`src/rtl/eecfg_pkg.sv`:
```
package eecfg_pkg;

  localparam logic [1:0] OP_WRITE = 2'b01;
  localparam logic [1:0] OP_READ  = 2'b10;
  localparam logic [1:0] OP_WREN  = 2'b11;

  typedef struct packed {
    logic clrCnt;        // restart index and running sum
    logic loadStep;      // capture read word, accumulate, advance
    logic progStep;      // accumulate sent word, advance, store checksum
    logic applyDefaults; // overwrite words 0..62 with built-in image
  } ctl_t;

  function automatic logic [15:0] defaultWord(input int unsigned n);
    logic [15:0] w;
    if (n < 10)                     w = 16'h0000;
    else if (n >= 16 && n <= 31)    w = 16'hFFFF;
    else if (n >= 35)               w = 16'hFFFF;
    else begin
      case (n)
        10:      w = 16'h4E0B;
        11, 13:  w = 16'h1008;
        12, 14:  w = 16'h8086;
        15:      w = 16'hF02C;
        32:      w = 16'hDFDE;
        33:      w = 16'h0002;
        34:      w = 16'h1414;
        default: w = 16'hFFFF;
      endcase
    end
    return w;
  endfunction

endpackage

```
`src/rtl/eecfg_datapath.sv`:
```
module eecfg_datapath
  import eecfg_pkg::*;
#(
  parameter int AW = 6,
  parameter int DW = 16,
  parameter int SIG_WORD = 10,
  parameter logic [DW-1:0] SUM_TARGET = 16'hBABA
) (
  input  logic          clk,
  input  logic          rstN,
  input  ctl_t          ctl,
  input  logic [DW-1:0] mwRdData,
  input  logic          hostWe,
  input  logic [AW-1:0] hostAddr,
  input  logic [DW-1:0] hostWData,
  output logic [DW-1:0] hostRData,
  output logic [AW-1:0] idx,
  output logic          lastIdx,
  output logic          sumOk,
  output logic          sigOk,
  output logic [DW-1:0] outWord,
  output logic [3*DW-1:0] stationAddr
);
  localparam int WORDS = 1 << AW;

  logic [DW-1:0] regs [WORDS];
  logic [DW-1:0] sum;

  assign lastIdx     = (idx == AW'(WORDS - 1));
  assign outWord     = lastIdx ? (SUM_TARGET - sum) : regs[idx];
  assign sumOk       = (sum == SUM_TARGET);
  assign sigOk       = (regs[SIG_WORD][DW-1:DW-2] == 2'b01);
  assign hostRData   = regs[hostAddr];
  assign stationAddr = {regs[2], regs[1], regs[0]};

  always_ff @(posedge clk) begin
    if (!rstN) begin
      for (int i = 0; i < WORDS; i++) regs[i] <= '0;
      idx <= '0;
      sum <= '0;
    end else begin
      if (ctl.clrCnt) begin
        idx <= '0;
        sum <= '0;
      end
      if (ctl.loadStep) begin
        regs[idx] <= mwRdData;
        sum       <= sum + mwRdData;
        idx       <= idx + 1'b1;
      end
      if (ctl.progStep) begin
        sum <= sum + outWord;
        idx <= idx + 1'b1;
        if (lastIdx) regs[idx] <= outWord;
      end
      if (ctl.applyDefaults)
        for (int i = 0; i < WORDS - 1; i++) regs[i] <= DW'(defaultWord(i));
      if (hostWe) regs[hostAddr] <= hostWData;
    end
  end
endmodule

```
`src/rtl/eecfg_control.sv`:
```
module eecfg_control
  import eecfg_pkg::*;
#(
  parameter int AW = 6
) (
  input  logic          clk,
  input  logic          rstN,
  input  logic          startLoad,
  input  logic          startProg,
  input  logic          mwDone,
  input  logic [AW-1:0] idx,
  input  logic          lastIdx,
  input  logic          sumOk,
  input  logic          sigOk,
  output ctl_t          ctl,
  output logic          mwReq,
  output logic [1:0]    mwOp,
  output logic [AW-1:0] mwAddr,
  output logic          busy,
  output logic          loadDone,
  output logic          imageValid,
  output logic          defaultsUsed
);
  typedef enum logic [2:0] {S_IDLE, S_LOAD, S_CHECK, S_WREN, S_WRITE} state_t;
  state_t state, nextState;

  always_comb begin
    nextState = state;
    ctl       = '0;
    mwReq     = 1'b0;
    mwOp      = OP_READ;
    mwAddr    = '0;
    unique case (state)
      S_IDLE: begin
        if (startLoad) begin
          ctl.clrCnt = 1'b1;
          nextState  = S_LOAD;
        end else if (startProg) begin
          ctl.clrCnt = 1'b1;
          nextState  = S_WREN;
        end
      end
      S_LOAD: begin
        mwReq  = 1'b1;
        mwAddr = idx;
        if (mwDone) begin
          ctl.loadStep = 1'b1;
          if (lastIdx) nextState = S_CHECK;
        end
      end
      S_CHECK: begin
        ctl.applyDefaults = !(sumOk && sigOk);
        nextState = S_IDLE;
      end
      S_WREN: begin
        mwReq = 1'b1;
        mwOp  = OP_WREN;
        if (mwDone) nextState = S_WRITE;
      end
      S_WRITE: begin
        mwReq  = 1'b1;
        mwOp   = OP_WRITE;
        mwAddr = idx;
        if (mwDone) begin
          ctl.progStep = 1'b1;
          if (lastIdx) nextState = S_IDLE;
        end
      end
      default: nextState = S_IDLE;
    endcase
  end

  assign busy = (state != S_IDLE);

  always_ff @(posedge clk) begin
    if (!rstN) begin
      state        <= S_IDLE;
      loadDone     <= 1'b0;
      imageValid   <= 1'b0;
      defaultsUsed <= 1'b0;
    end else begin
      state    <= nextState;
      loadDone <= (state == S_CHECK);
      if (state == S_CHECK) begin
        imageValid   <= sumOk && sigOk;
        defaultsUsed <= !(sumOk && sigOk);
      end
    end
  end
endmodule

```
`src/rtl/eeprom_cfg_validator.sv`:
```
module eeprom_cfg_validator
  import eecfg_pkg::*;
#(
  parameter int AW = 6,
  parameter int DW = 16
) (
  input  logic          clk,
  input  logic          rstN,
  input  logic          startLoad,
  input  logic          startProg,
  output logic          mwReq,
  output logic [1:0]    mwOp,
  output logic [AW-1:0] mwAddr,
  output logic [DW-1:0] mwWData,
  input  logic          mwDone,
  input  logic [DW-1:0] mwRdData,
  input  logic [AW-1:0] hostAddr,
  input  logic          hostWe,
  input  logic [DW-1:0] hostWData,
  output logic [DW-1:0] hostRData,
  output logic          busy,
  output logic          loadDone,
  output logic          imageValid,
  output logic          defaultsUsed,
  output logic [3*DW-1:0] stationAddr
);
  ctl_t          ctl;
  logic [AW-1:0] idx;
  logic          lastIdx, sumOk, sigOk;
  logic [DW-1:0] outWord;

  eecfg_control #(.AW(AW)) u_ctl (
    .clk(clk), .rstN(rstN), .startLoad(startLoad), .startProg(startProg),
    .mwDone(mwDone), .idx(idx), .lastIdx(lastIdx), .sumOk(sumOk), .sigOk(sigOk),
    .ctl(ctl), .mwReq(mwReq), .mwOp(mwOp), .mwAddr(mwAddr), .busy(busy),
    .loadDone(loadDone), .imageValid(imageValid), .defaultsUsed(defaultsUsed)
  );

  eecfg_datapath #(.AW(AW), .DW(DW)) u_dp (
    .clk(clk), .rstN(rstN), .ctl(ctl), .mwRdData(mwRdData),
    .hostWe(hostWe && !busy), .hostAddr(hostAddr), .hostWData(hostWData),
    .hostRData(hostRData), .idx(idx), .lastIdx(lastIdx), .sumOk(sumOk),
    .sigOk(sigOk), .outWord(outWord), .stationAddr(stationAddr)
  );

  assign mwWData = (mwOp == OP_WRITE) ? outWord : '0;
endmodule

```
`config.mk`:
```
export PLATFORM = sky130hd
export DESIGN_NAME = eeprom_cfg_validator
export DESIGN_NICKNAME = d
export VERILOG_FILES = /design/src/rtl/eecfg_pkg.sv /design/src/rtl/eecfg_datapath.sv /design/src/rtl/eecfg_control.sv /design/src/rtl/eeprom_cfg_validator.sv
export SDC_FILE = /design/constraint.sdc
export NUM_CORES = 2
export LEC_CHECK = 0
export BUFFER_PORTS_ARGS = -buffer_cell sky130_fd_sc_hd__buf_4
export CORE_ASPECT_RATIO = 0.75
export CORE_UTILIZATION = 25
export CTS_BUF_LIST = sky130_fd_sc_hd__clkbuf_4 sky130_fd_sc_hd__clkbuf_8
export DETAILED_ROUTE_END_ITERATION = 8
export PLACE_DENSITY = 0.39
export SYNTH_ARGS = -nofsm -noshare
export SYNTH_HDL_FRONTEND = slang
export SYNTH_SLANG_ARGS = --single-unit
export TNS_END_PERCENT = 1
```
`constraint.sdc`:
```
create_clock -name clk -period 9.99 [get_ports clk]
set_input_delay 0.999 -clock clk [delete_from_list [all_inputs] [get_ports clk]]
set_output_delay 0.999 -clock clk [all_outputs]
set_load 0.02 [all_outputs]
```
# Yosys cells after proc, flatten, opt, wreduce, memory -nomap -nowiden
# Memories as Yosys holds them, arrays and structs flattened. A register that Yosys moved wholly into a read port is not among the register bits.
# Index checks and enable logic that the tools add are counted.
dict set report classes {
  addsub 4
  eq_ne 14
  muxes 130
  bitwise 64
  reduce_logical 12
}
# operator count
set ops {}
lappend ops {{16-bit 2-to-1 mux} 89}
lappend ops {{1-bit bitwise OR} 64}
lappend ops {{6-bit 2-to-1 mux} 8}
lappend ops {{16-bit adder} 2}
lappend ops {{16-bit OR reduction} 2}
lappend ops {{1-bit 2-to-1 mux} 24}
lappend ops {{3-bit 2-to-1 mux} 7}
lappend ops {{16-bit equality test (second input constant)} 1}
lappend ops {{16-bit subtractor (first input constant)} 1}
lappend ops {{3-bit one-hot mux with 4 select lines} 1}
lappend ops {{6-bit by 1-bit adder with 6-bit output (second input constant)} 1}
lappend ops {{3-bit by 2-bit equality test with 1-bit output (second input constant)} 2}
lappend ops {{6-bit equality test (second input constant)} 1}
lappend ops {{2-bit inequality test (second input constant)} 3}
lappend ops {{6-bit AND reduction} 1}
lappend ops {{3-bit nonzero test} 2}
lappend ops {{2-bit by 1-bit equality test with 1-bit output (second input constant)} 2}
lappend ops {{2-bit by 1-bit inequality test with 1-bit output (second input constant)} 2}
lappend ops {{2-bit one-hot mux with 2 select lines} 1}
lappend ops {{3-bit by 1-bit equality test with 1-bit output (second input constant)} 1}
lappend ops {{3-bit equality test (second input constant)} 1}
lappend ops {{3-bit logical NOT} 1}
lappend ops {{3-bit inequality test (second input constant)} 1}
lappend ops {{3-bit OR reduction} 1}
lappend ops {{other kinds (3)} 5}
dict set report totals {
  ff_bits 28
  mem_bits_rw 1024
  inputBits 44
  output_inout_bits 93
  elab_cells 231
  mem_count 1
}
# name words word_bits rd rd_clocked_by_memory_dff wr line_no
set mem_list {}
lappend mem_list {u_dp.regs 64 16 6 1 64 eecfg_datapath.sv:26} ;# logic [DW-1:0] regs [WORDS];

# Depth between registers and ports, before layout
dict set report logic_depth {
  word_depth 10
  mapped_depth 19
  depth_no_buf 16
}

# Cells and area by module
# A second synthesis with hierarchy kept.
dict set report hier_totals {
  cells_unflattened 6499
  area_unflattened_um2 65087.4
}
# module n_inst cells_per_inst area_per_inst_um2 seq_area_each_um2
set modules_own_cells {}
lappend modules_own_cells {eecfg_datapath 1 6431 64536.9 31310.0}
lappend modules_own_cells {eecfg_control 1 49 374.1 120.1}
lappend modules_own_cells {eeprom_cfg_validator 1 19 176.4 0.0}

# Worst setup path before layout
# No wires, ideal clock.
dict set report synth_path {
  path_kind {in2out}
  from {input hostAddr[0]}
  to {output hostRData[0]}
  arrival_ns 3.556
  required_time_ns 8.991
  slack_ns 5.435
  cell_stages 6
  path_buffers 3
  cell_sequence {clkbuf_1 clkbuf_1 buf_1 mux4_2 mux4_2 mux4_2}
}
dict set report synth_via {
  elab_chain_len 1
}
# element line_no
set synth_rtl {}
lappend synth_rtl {{start, declared} eeprom_cfg_validator.sv:17} ;# input logic [AW-1:0] hostAddr,
lappend synth_rtl {{memory read 64 x 16 bit} n/a}
lappend synth_rtl {{end, declared} eeprom_cfg_validator.sv:20} ;# output logic [DW-1:0] hostRData,
# Every way passes these cells.

==> results.md <==
- CTS tree: yes
- Antenna violation net count after detailed routing: 0
- Final sum of negative setup slack: 0 ns
- Number of sinks handled by clock tree synthesis: 1058
- Max clock buf depth: 4
- Logic depth of the worst register-to-register path: 15
- Fraction of synthesized cell area in xor and xnor cells: 0.549%
- Worst hold path type: primary input to register
- Number of antenna violations at the first check in global routing: 30
- Port buffer count: 136
- Die Y-Extent: 417 um
- Worst-Margin Slew: 1.31 ns
- RSZ-0062 raised after global routing: false
- Routability congestion estimate from global placement: 0.839
- Final critical-path required period: 6.52 ns
- Routed length per placed instance: 35.5 um
- Reg-to-reg slack, setup: 3.85 ns
- Critical path type: register to primary output
- Post-synthesis register bit count: 1058
- Clock-pin transition on the worst setup and hold timing paths: 0.06 ns
- Core region area: 229000 sq um
- Final hold viol count: 0
- Via count normalized by instance count: 5.55
- Multiplexer share of the synthesized area: 26.4%
- Starting utilization of the core area: 25.1%
- Layout Cell Area excl Fill: 65500 sq um
- Dominant cells by area after synthesis: sky130_fd_sc_hd__edfxtp_1 (54%), sky130_fd_sc_hd__mux4_2 (26%), sky130_fd_sc_hd__o21ai_0 (2.8%)
- Number of endpoints failing setup at the final stage: 0
- Synth unique cells: 74
- Number of global-route vias before repair: 37600
- Count of warnings emitted by yosys: 0
- Slew Limit Headroom: 12.7%
- Total global routing track utilization: 21.2%
- Count of max-cap constraint violations: 0
- Peak supply drop: 90.0 uV
- Final Max Tran Viols: 0
- DRT Wirelength: 251 mm
- Syn nets: 3927
- Number of levels in the clock H-tree: 4
- Via count: 39200
- Endpoint kind of the worst setup timing path: primary output
- Maximum number of pins on one net before global-route repair: 239
- Data required, critical path: 8.99 ns
- Upper clock frequency limit: 153 MHz
- Final core utilization: 28.6%
- CP arrival: 5.53 ns
- Wire length of the first global-routing pass: 341 mm
- DRT iter0 DRCs: 4960
- Reg2reg end: u_dp.sum[14]$_SDFFE_PN0N_
- Final net count: 3931
- Number of buffers added to fix hold violations after cts: 0
- Simple-gate portion of the synthesized area: 4.72%
- Syn Area/Cell: 14.9 sq um
- Layout cell share with drive strength beyond 1: 32.5%
- Sum of net half-perimeters after detailed placement: 159 mm
- Setup crit end: mwWData[13]
- Static leakage: 21.5 nW
- Compound-gate portion of the synthesized area: 9.18%
- Commonest non-fill, non-tap cell in the layout: sky130_fd_sc_hd__edfxtp_1
- Die X-Extent: 556 um
- Kind of start point of the critical path: register
- Post-CTS repair timing setup buffer count: 0
- Boundary Pins: 137
- Area overhead of the layout relative to synthesis: 13.9%
- Area after detailed placement: 62000 sq um
- Clock skew after layout: 0.0751 ns
- Highest net fanout along the worst path: 65
- Count of flip-flops with a built-in enable after synthesis: 1024
- Power density over the cells: 199 nW/um^2
- Status: finished clean
- Overall die area: 232000 sq um
- Top-area cell type share of the netlist area: 53.5%
- Dominant combinational cell family by area after synthesis: multiplexers
- Hold Crit Depth: 3
- Count of cells resized by post-cts repair: 0
- Overall overflow remaining after global route: 0
- Instance count of the mapped netlist: 3845
- Number of core rows: 152
- Drt drc: 0
- Clock latency on the worst-skew pair: 0.92 ns
- Total iterations of the first detailed-routing run: 8
- Total clock buffers created by CTS: 189
- Cell accounting for the most synthesized area: sky130_fd_sc_hd__edfxtp_1
- Post-Synth Adder-Cell Area: 0.853%
- Highest-count cells in the layout ignoring fill and taps: sky130_fd_sc_hd__edfxtp_1 (1024), sky130_fd_sc_hd__mux4_2 (663), sky130_fd_sc_hd__nor2_1 (333)
- Async set-or-reset flop fraction in the synthesized netlist: 0%
- Top_reg_cell synth: sky130_fd_sc_hd__edfxtp_1
- Ratio of final minimum period to clock period: 65.3%
- Buffer type at the clock tree root: sky130_fd_sc_hd__clkbuf_8
- Sequential area share after synthesis: 54.7%
- Cell area after synthesis: 57500 sq um
-- cells by family after synthesis --
group | Yosys count
flip-flops | 1058
adder cells (fa/ha/maj) | 38
AO/OA/AOI/OAI | 922
XOR/XNOR | 36
multiplexers | 684
AND/OR/NAND/NOR | 614
buffers and inverters | 493
-- per-stage QoR --
step	setup slack [ns]	instances	power, mW	hold WS (ns)
after detailed placement	3.93	6738	9.03	0.473
after CTS	3.39	7065	13.1	0.338
after global routing	3.20	7066	13.4	0.374
after global placement	3.87	6738	9.03	0.469
after floorplan	5.44	3845	7.54	0.499
final	3.47	7073	13.0	0.402
-- sequential cells by signal (all words and copies together), names as in the netlist, named ones only --
register	flops
u_ctl.imageValid	1
u_ctl.loadDone	1
u_ctl.defaultsUsed	1
u_dp.idx	6
u_ctl.state	3
u_dp.regs	1024
u_dp.sum	16
-- synthesized netlist by cell type, types with 3 or more instances --
cell type                  instances
sky130_fd_sc_hd__edfxtp_1       1024
sky130_fd_sc_hd__mux4_2          663
sky130_fd_sc_hd__nor2_1          341
sky130_fd_sc_hd__o21ai_0         322
sky130_fd_sc_hd__a21oi_1         267
sky130_fd_sc_hd__clkbuf_1        252
sky130_fd_sc_hd__a31oi_1         236
sky130_fd_sc_hd__nand2_1         148
sky130_fd_sc_hd__buf_2           140
sky130_fd_sc_hd__buf_1            62
sky130_fd_sc_hd__ha_1             36
sky130_fd_sc_hd__dfxtp_1          34
sky130_fd_sc_hd__and2_1           26
sky130_fd_sc_hd__xnor2_1          25
sky130_fd_sc_hd__inv_1            23
sky130_fd_sc_hd__nand2b_1         17
sky130_fd_sc_hd__mux2i_1          15
sky130_fd_sc_hd__nand3_1          14
sky130_fd_sc_hd__a221oi_2         12
sky130_fd_sc_hd__o21ai_1          12
sky130_fd_sc_hd__xor2_1           11
sky130_fd_sc_hd__nor3_1           10
sky130_fd_sc_hd__nor4_2           10
sky130_fd_sc_hd__a211oi_1          8
sky130_fd_sc_hd__nand3b_1          8
sky130_fd_sc_hd__nor3b_1           8
sky130_fd_sc_hd__buf_4             7
sky130_fd_sc_hd__o21a_1            7
sky130_fd_sc_hd__a21o_1            6
sky130_fd_sc_hd__buf_6             6
sky130_fd_sc_hd__and3_1            5
sky130_fd_sc_hd__mux2_2            5
sky130_fd_sc_hd__o22ai_1           5
sky130_fd_sc_hd__a22o_1            4
sky130_fd_sc_hd__a22oi_1           4
sky130_fd_sc_hd__nor2_2            4
sky130_fd_sc_hd__a211o_1           3
sky130_fd_sc_hd__a21oi_2           3
sky130_fd_sc_hd__a221oi_1          3
sky130_fd_sc_hd__a222oi_1          3
sky130_fd_sc_hd__nand4_1           3
sky130_fd_sc_hd__nor3_2            3
sky130_fd_sc_hd__o21bai_1          3
sky130_fd_sc_hd__or4_1             3
-- where the power goes --
part	internal, mW	leakage, nW	switching, mW	total [mW]
clock	2.01	1.83	2.02	4.03
combinational	1.09	8.89	1.97	3.06
sequential	5.57	10.7	0.338	5.91
total	8.67	21.5	4.32	13.0
-- worst min-delay path by stage --
stage,start,endpoint,slack [ns]
6_report,startProg,u_ctl.state[0]$_SDFFE_PN0P_,0.40
5_1_grt,startProg,u_ctl.state[0]$_SDFFE_PN0P_,0.37
4_1_cts,startProg,u_ctl.state[0]$_SDFFE_PN0P_,0.34
3_5_place_dp,u_ctl.defaultsUsed$_SDFFE_PN0P_,u_ctl.defaultsUsed$_SDFFE_PN0P_,0.47
3_3_place_gp,u_ctl.defaultsUsed$_SDFFE_PN0P_,u_ctl.defaultsUsed$_SDFFE_PN0P_,0.47
2_1_floorplan,u_dp.idx[3]$_SDFFE_PN0N_,register,0.50
-- metal layers --
layer / GRT usage (%) / routed length, um / up-vias
met5: 0 / 41 / -
met2: 30.7 / 108000 / 1831
met1: 31.4 / 115000 / 21400
met4: 4.38 / 5470 / 6
li1: - / - / 15700
met3: 5.81 / 23500 / 272
-- cell type report --
class	instances	area [sq um]
inverter	26	105
clock buffer	249	3060
fill	23100	163000
sequential	1058	31400
multi-input combinational	2294	24300
clock inverter	78	390
antenna	8	20.0
timing repair buffer	280	2260
tap	3080	3850
-- worst max-delay path, cell delays in order (launching register included) --
cell and delay [ns]:
sky130_fd_sc_hd__dfxtp_4 0.80, sky130_fd_sc_hd__buf_12 0.53, sky130_fd_sc_hd__buf_4 0.53, sky130_fd_sc_hd__mux4_2 0.58
sky130_fd_sc_hd__mux4_2 0.63, sky130_fd_sc_hd__mux4_2 0.66, sky130_fd_sc_hd__mux2_2 0.37, sky130_fd_sc_hd__and2_1 0.18
sky130_fd_sc_hd__buf_4 0.16
(Power assumes the default switching activity.)
